[src/rtl/xchg_pkg.sv]
package xchg_pkg;
  localparam int NUM_REGS = 4;
  // register slots; the order fixes which source feeds each slot
  localparam int SLOT_TO_B1   = 0;
  localparam int SLOT_TO_B2   = 1;
  localparam int SLOT_FROM_B1 = 2;
  localparam int SLOT_FROM_B2 = 3;

  typedef struct packed {
    logic [NUM_REGS-1:0] load;   // active-high load strobe per slot
    logic                pickB1; // registered return-path select
    logic                driveA; // registered host-port drive
    logic                driveB; // registered memory-port drive
  } xchgStrobes_t;
endpackage

[src/rtl/xchg_control.sv]
module xchg_control
  import xchg_pkg::*;
(
  input  logic         clk,
  input  logic         rst,
  input  logic         loadToB1N,
  input  logic         loadToB2N,
  input  logic         loadFromB1N,
  input  logic         loadFromB2N,
  input  logic         pickB1,
  input  logic         aDriveN,
  input  logic         bDriveN,
  output xchgStrobes_t strb
);
  logic pickQ, driveAQ, driveBQ;

  always_ff @(posedge clk) begin
    if (rst) begin
      pickQ   <= 1'b0;
      driveAQ <= 1'b0;
      driveBQ <= 1'b0;
    end else begin
      pickQ   <= pickB1;
      driveAQ <= ~aDriveN;
      driveBQ <= ~bDriveN;
    end
  end

  always_comb begin
    strb                    = '0;
    strb.load[SLOT_TO_B1]   = ~loadToB1N;
    strb.load[SLOT_TO_B2]   = ~loadToB2N;
    strb.load[SLOT_FROM_B1] = ~loadFromB1N;
    strb.load[SLOT_FROM_B2] = ~loadFromB2N;
    strb.pickB1             = pickQ;
    strb.driveA             = driveAQ;
    strb.driveB             = driveBQ;
  end
endmodule

[src/rtl/xchg_datapath.sv]
module xchg_datapath
  import xchg_pkg::*;
#(
  parameter int WIDTH = 12
) (
  input  logic             clk,
  input  logic             rst,
  input  xchgStrobes_t     strb,
  input  logic [WIDTH-1:0] aIn,
  input  logic [WIDTH-1:0] b1In,
  input  logic [WIDTH-1:0] b2In,
  output logic [WIDTH-1:0] aOut,
  output logic [WIDTH-1:0] b1Out,
  output logic [WIDTH-1:0] b2Out
);
  logic [WIDTH-1:0] srcVec [NUM_REGS];
  logic [WIDTH-1:0] regQ   [NUM_REGS];

  assign srcVec[SLOT_TO_B1]   = aIn;
  assign srcVec[SLOT_TO_B2]   = aIn;
  assign srcVec[SLOT_FROM_B1] = b1In;
  assign srcVec[SLOT_FROM_B2] = b2In;

  for (genvar g = 0; g < NUM_REGS; g++) begin : gSlot
    always_ff @(posedge clk) begin
      if (rst)              regQ[g] <= '0;
      else if (strb.load[g]) regQ[g] <= srcVec[g];
    end

    // a strobed slot takes its source word
    assert_load_R2: assert property (@(posedge clk) disable iff (rst)
      (strb.load[g]) |=> (regQ[g] == $past(srcVec[g])));
    // an unstrobed slot keeps its word
    assert_hold_R4: assert property (@(posedge clk) disable iff (rst)
      (!strb.load[g]) |=> $stable(regQ[g]));
  end

  assign b1Out = regQ[SLOT_TO_B1];
  assign b2Out = regQ[SLOT_TO_B2];
  assign aOut  = strb.pickB1 ? regQ[SLOT_FROM_B1] : regQ[SLOT_FROM_B2];
endmodule

[src/rtl/bus_exchanger.sv]
module bus_exchanger
  import xchg_pkg::*;
#(
  parameter int WIDTH = 12
) (
  input  logic             clk,
  input  logic             rst,
  input  logic             loadToB1N,
  input  logic             loadToB2N,
  input  logic             loadFromB1N,
  input  logic             loadFromB2N,
  input  logic             pickB1,
  input  logic             aDriveN,
  input  logic             bDriveN,
  input  logic [WIDTH-1:0] aIn,
  output logic [WIDTH-1:0] aOut,
  output logic             aOe,
  input  logic [WIDTH-1:0] b1In,
  output logic [WIDTH-1:0] b1Out,
  output logic             b1Oe,
  input  logic [WIDTH-1:0] b2In,
  output logic [WIDTH-1:0] b2Out,
  output logic             b2Oe
);
  xchgStrobes_t strb;

  xchg_control uCtrl (
    .clk(clk), .rst(rst),
    .loadToB1N(loadToB1N), .loadToB2N(loadToB2N),
    .loadFromB1N(loadFromB1N), .loadFromB2N(loadFromB2N),
    .pickB1(pickB1), .aDriveN(aDriveN), .bDriveN(bDriveN),
    .strb(strb)
  );

  xchg_datapath #(.WIDTH(WIDTH)) uPath (
    .clk(clk), .rst(rst), .strb(strb),
    .aIn(aIn), .b1In(b1In), .b2In(b2In),
    .aOut(aOut), .b1Out(b1Out), .b2Out(b2Out)
  );

  assign aOe  = strb.driveA;
  assign b1Oe = strb.driveB;
  assign b2Oe = strb.driveB;

  assert_host_enable_R6: assert property (@(posedge clk) disable iff (rst)
    1'b1 |=> (aOe == !$past(aDriveN)));
  assert_mem_enable_on_R7: assert property (@(posedge clk) disable iff (rst)
    (!bDriveN) |=> (b1Oe && b2Oe));
  assert_mem_enable_off_R7: assert property (@(posedge clk) disable iff (rst)
    (bDriveN) |=> (!b1Oe && !b2Oe));
endmodule

[config.mk]
export PLATFORM = sky130hd
export DESIGN_NAME = bus_exchanger
export DESIGN_NICKNAME = d
export VERILOG_FILES = /design/src/rtl/xchg_pkg.sv /design/src/rtl/xchg_control.sv /design/src/rtl/xchg_datapath.sv /design/src/rtl/bus_exchanger.sv
export SDC_FILE = /design/constraint.sdc
export NUM_CORES = 1
export LEC_CHECK = 0
export CORE_ASPECT_RATIO = 1.1
export CORE_MARGIN = 3
export CORE_UTILIZATION = 38
export DETAILED_ROUTE_END_ITERATION = 6
export HOLD_SLACK_MARGIN = 0.06
export PLACE_DENSITY = 0.68
export SYNTH_ARGS = -nofsm -noshare
export SYNTH_HDL_FRONTEND = slang
export SYNTH_SLANG_ARGS = --single-unit
[constraint.sdc]
create_clock -name clk -period 1.55 [get_ports clk]
set_clock_uncertainty 0.05 [all_clocks]
set_input_delay 0.31 -clock clk [delete_from_list [all_inputs] [get_ports clk]]
set_output_delay 0.31 -clock clk [all_outputs]
set_load 0.02 [all_outputs]
### Yosys cells after proc, flatten, opt, wreduce, memory -nomap -nowiden

Memory sizes are Yosys's and may differ from the RTL's.
Cells that the tools add are included.
W data, S select, Z words.

* flip-flop bits (word level): 3
* RAM bits: 48
* input port bits: 45
* output and inout bits: 39
* logic and storage cells: 29
* memories kept: 1

* mux-type cells: 19
* bitwise logic cells: 6

Memories
* uPath.regQ: words 4, bits a word 12, rd ports 4, clocked after Yosys merged registers in 0, write ports 4, RTL line xchg_datapath.sv:17 `logic [WIDTH-1:0] regQ [NUM_REGS];`

Operator list (count)
* $mux W12: 5
* $mux W1: 14
* $or A1 B1 Y1: 4
* $not A1 Y1: 2

### Depth between registers and ports, before layout

Gate-level depths: netlist of the first run.

* depth in word-level cells: 4
* mapped depth: 3
* mapped depth without buffers: 1

### Hierarchy

A second synthesis of the first run with hierarchy kept.

* cell total of the unflattened synthesis: 136
* area, all modules: 2239.6 um2

By module, submodules not included
* xchg_datapath: times used 1, cells each 122, area an instance 2120.8 um2, sequential area each 1441.4 um2
* xchg_control: times used 1, cells each 13, area an instance 111.4 um2, sequential area each 60.1 um2
* bus_exchanger: times used 1, cells each 1, area an instance 7.5 um2, sequential area each 0.0 um2

### Least setup slack after synthesis of the first run

Ideal clock, no wire load.

* path kind: register -> output
* from: reg uCtrl.pickQ
* to: out aOut[0]
* data arrival time: 0.865 ns
* data required time: 1.190 ns
* path slack: 0.325 ns
* cell stages (with the launch flop): 3
* buffers on the path: 1
* path through: dfxtp_1 > buf_6 > mux2_4

* cells in the longest elaborated chain, start to end: 1

RTL lines
* start: declaration: RTL line xchg_control.sv:15 `logic pickQ, driveAQ, driveBQ;`
* start signal: assignment: RTL line xchg_control.sv:23 `pickQ <= pickB1;`
* $mux W12: RTL line xchg_datapath.sv:40 `assign aOut = strb.pickB1 ? regQ[SLOT_FROM_B1] : regQ[SLOT_FROM_B2];`
* end: declaration: RTL line bus_exchanger.sv:16 `output logic [WIDTH-1:0] aOut,`

No other way between the ends.

### Worst setup path after layout of the first run

* from: reg uCtrl.pickQ
* to: out aOut[2]

Same word-level chain as after synthesis.

==> metrics, run 1 <==
Row Count 29; RSZ-0062 raised after global routing true; Die X 82.2 microns; Inserted Clock Buffers 5; Slew Viols, Final 0; Max Clock Freq about 620 MHz; critical path peak fanout 10; failing checks negative setup slack; FF+latch count, synth 51; clk sink count 51; Nets 271; maximum buffer depth of the clock tree 2; Req. time, crit path 1.19 ns; P_leak 0.00137 uW; post-route cell area 3510 sq um; synth unique cells 10; Hold Buf Count CTS 0; Startpoint Class flop; worst slack, placed -0.184 ns; Vias 1,439; status finished, violations left; H-Tree Depth 2; initial antenna violation count 0; min Tclk post-route 1.61 ns; normalized max-slew margin 82.0%; DR WL/cell between 15 and 20 microns; CTS tree yes; Post-DP HPWL 3820 microns; GPL Wtd Cong 0.752; Power Dens Cells 859 nW/um^2; post-synth top area share 59.3%; final antenna-violating net count 0; initial drt markers 30; syn_area_per_cell 18.7 sq um; largest net degree at the start of global routing 16; worst setup path startpoint uCtrl.pickQ; Hold Vio Cnt, Final 0; min-delay src rst; die area 7390 sq um; ant diodes 0; period utilization 104%; Peak supply drop 536 uV; Slew @ Worst Pin 0.271 ns; Setup crit end kind output port; vias in the first global route around 1,600; # port buffers 83; share of cells above drive strength 1 a little over two fifths; post-route setup slack -0.0606 ns; Root Buffer clkbuf_8; WS Path Type flop to output port; YS warnings 0; dominant cells by area after synthesis edfxtp_1 (59%), nor3b_2 (25%), mux2_4 (6.2%), buf_6 (3.2%), dfxtp_1 (2.5%); number of setup violations in the final report 12; die height 89.9 microns; Max Cap Violations 0; drt drc 0; Cell Area, Synth 2430 sq um; grt total ovfl 0; cell taking the most area after synthesis edfxtp_1; initial core utilization 40.6%; syn_nets 175; core area 5990 sq um; placed cell areas between 3000 and 4000 sq um; Syn-to-layout area delta 44.5%; setup bufs post-CTS 0; DRT Pass-1 Iters 2; Seq/Total Area, Yosys 61.8%; Reg clk slew, reported paths 0.08 ns; global-route wire length before repair 8210 microns; Tot GR Track Use 14.7%; Via density 4.73; Cells after Synth 130; final WL 5060 microns; I/O pin count 84; hold crit path type input pin to flop; Arr. time, crit path 1.25 ns
[sequential cells by signal (all words and copies together) (netlist names)]
register	count
uCtrl.driveBQ	1
uCtrl.pickQ	1
uCtrl.driveAQ	1
uPath.regQ	48
[synth_stat cells (all sizes together)]
| master | instances |
|---|---|
| edfxtp | 48 |
| nor2b | 1 |
| nor3b | 48 |
| nor2 | 2 |
| nand2b | 4 |
| mux2 | 12 |
| dfxtp | 3 |
| buf | 12 |
[kinds of logic (layout without fill, tap and decap cells)]
group / count (synthesis) / after routing / share of synthesized area [%]
buffers and inverters: 12 / 109 / 4.79
DFF: 51 / 51 / 61.8
muxes: 12 / 12 / 7.11
and+or+nand+nor: 55 / 55 / 26.3
[where the power goes]
group          leakage (uW)  total (uW)  internal [uW]  switching, uW
sequential         0.000541        1650           1620           28.7
clock             0.0000395         716            321            394
combinational      0.000786         651            351            300
[repair_timing]
item / in CTS / in global routing
endpoints found under the hold margin: 0 / 0
resized for setup: 91 / 6
endpoints found under the setup margin: 39 / 12
pin swaps: 0 / 0
[metrics by stage]
stage	util, %	cells	power (uW)	TNS, ns	hold slack (ns)
2_1_floorplan	-	130	2010	0	0.327
3_3_place_gp	57.8	296	2360	-1.87	0.635
3_5_place_dp	57.8	296	2370	-2.04	0.640
4_1_cts	58.3	304	3040	-0.811	0.325
5_1_grt	58.7	304	3150	-0.981	0.349
6_report	58.7	304	3020	-0.548	0.328
[worst max-delay path, cell delays in order (launching register included)]
cell	delay, ns
dfxtp_2	0.36
buf_12	0.15
mux2_4	0.30
buf_2	0.16
[routing by layer]
| metal | global-route usage, % | routed length [microns] | vias to the layer above |
|---|---|---|---|
| li1 | - | - | 684 |
| met1 | 16.2 | 1870 | 687 |
| met2 | 25.1 | 2590 | 63 |
| met3 | 6.10 | 553 | 5 |
| met4 | 4.16 | 46 | 0 |
| met5 | 0 | 0 | - |
[final cells by class]
type,instances,area [sq um]
sequential,51,1500
tap,77,96.3
clock buffer,8,80.1
multi-input combinational,67,816
timing repair buffer,101,1020
fill,493,2470
[path summary, 6_finish.rpt]
kind / endpoint / slack [ns] / depth (start not counted)
max: aOut[2] / -0.06 / 3
min: uCtrl.pickQ / 0.33 / 2
[placed cells by master, fill, tap and decap left out]
master	Yosys	layout
nor3b_2	48	48
edfxtp_1	48	48
clkdlybuf4s50_1	0	43
dlygate4sd2_1	0	27
mux2_4	10	11
buf_4	5	11
buf_6	7	10
buf_12	0	7
clkbuf_8	0	5
nand2b_1	4	4
clkbuf_1	0	3
buf_2	0	3
nor2_1	2	2
dfxtp_1	3	2
nor2b_1	1	1
mux2_2	2	1
dfxtp_2	0	1
Power figures use the tool's default switching activity.
==> run 2: changes to the inputs <==
--- a/config.mk
+++ b/config.mk
@@ -7,10 +7,10 @@
 export LEC_CHECK = 0
 export CORE_ASPECT_RATIO = 1.1
 export CORE_MARGIN = 3
-export CORE_UTILIZATION = 38
+export CORE_UTILIZATION = 30
 export DETAILED_ROUTE_END_ITERATION = 6
 export HOLD_SLACK_MARGIN = 0.06
-export PLACE_DENSITY = 0.68
+export PLACE_DENSITY = 0.56
 export SYNTH_ARGS = -nofsm -noshare
 export SYNTH_HDL_FRONTEND = slang
 export SYNTH_SLANG_ARGS = --single-unit
==> metrics, run 2 (synthesized netlist as in run 1, its figures left out) <==
H-Tree Depth 2; hold crit path type input pin to flop; die area slightly above 9000 sq um; Startpoint Class flop; critical-path cell list buf_6, mux2_4, buf_6; ant diodes 0; Vias 1,452; GPL Wtd Cong 0.728; gr busiest metal met2; DR WL/cell 15.2 microns; CTS tree yes; Slew Viols, Final 0; Hold Buf Count CTS 0; Root Buffer clkbuf_8; clk sink count 51; normalized max-slew margin roughly four fifths; Max Clock Freq 630 MHz; number of setup violations in the final report 12; final antenna-violating net count 0; Power Dens Cells 843 nW/um^2; initial core utilization 31.6%; WS Path Type flop to output port; Req. time, crit path 1.19 ns; Setup crit end kind output port; Reg clk slew, reported paths 0.08 ns; Arr. time, crit path 1.23 ns; status finished, violations left; Row Count 33; Nets 277; met1 Resource Use GR 14.1%; Core Util, Final between 40% and 50%; largest stage delay on the critical path 0.39 ns; I/O pin count 84; Slew @ Worst Pin 0.308 ns; max reg flops 48; Post-DP HPWL 4020 microns; RSZ-0062 raised after global routing true; hold_ws 0.468 ns; initial drt markers 30; commonest non-fill, non-tap cells in the layout nor3b_2 (48), edfxtp_1 (48), clkdlybuf4s50_1 (43), dlygate4sd2_1 (27); Crit-path slowest cell dfxtp_4; drt drc 0; critical path peak fanout 4; Hold Crit Depth 2; global-route wire length before repair 8140 microns; GR Util met2 between 10% and 20%; Hold Vio Cnt, Final 0; # port buffers 83; min Tclk post-route 1.59 ns; share of cells above drive strength 1 44.2%; Max Cap Violations 0; die height 100 microns; final WL 5130 microns; period utilization 102%; core area 7680 sq um; Die X 91.8 microns; P_leak 0.00139 uW; largest net degree at the start of global routing 15; failing checks negative setup slack; initial antenna violation count 0; Peak supply drop 391 uV; grt total ovfl 0; maximum buffer depth of the clock tree 2; vias in the first global route about 1,500; Tot GR Track Use 11.4%; post-route setup slack -0.0372 ns; Syn-to-layout area delta 47.7%; Inserted Clock Buffers 5; Via density 4.30; Largest Register uPath.regQ; DRT Pass-1 Iters 4; met3 Use GR 5.77%; most used cell, CP buf_6
## run 2: cell count changes in the layout (fill, tap and decap cells not counted)
cell     delta
dfxtp_4     +1
dfxtp_2     -1
buf_6       +6
buf_4       +5
buf_12      -3
buf_2       -2
mux2_2      -1
mux2_4      +1
## run 2: repair_timing
| item | 4_1_cts | 5_1_grt |
|---|---|---|
| setup buffers | 0 | 0 |
| cloned | 0 | 0 |
| endpoints found under the setup margin | 39 | 12 |
| resized for setup | 82 | 25 |
## run 2: path summary, 6_finish.rpt
path         from       endpoint
max   uCtrl.pickQ        aOut[5]
min       aDriveN  uCtrl.driveAQ
## run 2: area by class of cell
| class | instances | area, sq um |
|---|---|---|
| Fill cell | 731 | 4090 |
| Timing Repair Buffer | 107 | 1050 |
| Sequential cell | 51 | 1510 |
| Tap cell | 105 | 131 |
| Clock buffer | 8 | 80.1 |
| Multi-Input combinational cell | 67 | 820 |
## run 2: where the power goes
part / internal, uW / switching (uW)
registers: 1620 / 35.1
logic: 362 / 295
clock network: 322 / 391
total: 2300 / 722
## run 2: critical path: cells and delay by family (launching register included)
| family | cells | cell delay, ns |
|---|---|---|
| buffers and inverters | 2 | 0.25 |
| muxes | 1 | 0.30 |
| DFF | 1 | 0.39 |
## run 2: layer usage
layer  vias up  part of all wire [%]
met4         0                  0.45
met3         3                    12
met5         -                     0
met2        71                    48
li1        692                     -
met1       686                    39
## run 2: stage by stage
step	cell area (sq um)	setup TNS (ns)	instances	setup WS, ns	total power [uW]
6_report	3590	-0.291	338	-0.0372	3020
5_1_grt	3590	-0.913	338	-0.0874	3180
4_1_cts	3510	-0.767	338	-0.0752	3040
3_5_place_dp	3500	-1.97	330	-0.176	2370
3_3_place_gp	3500	-1.79	330	-0.154	2380
2_1_floorplan	2430	0	130	0.325	2010
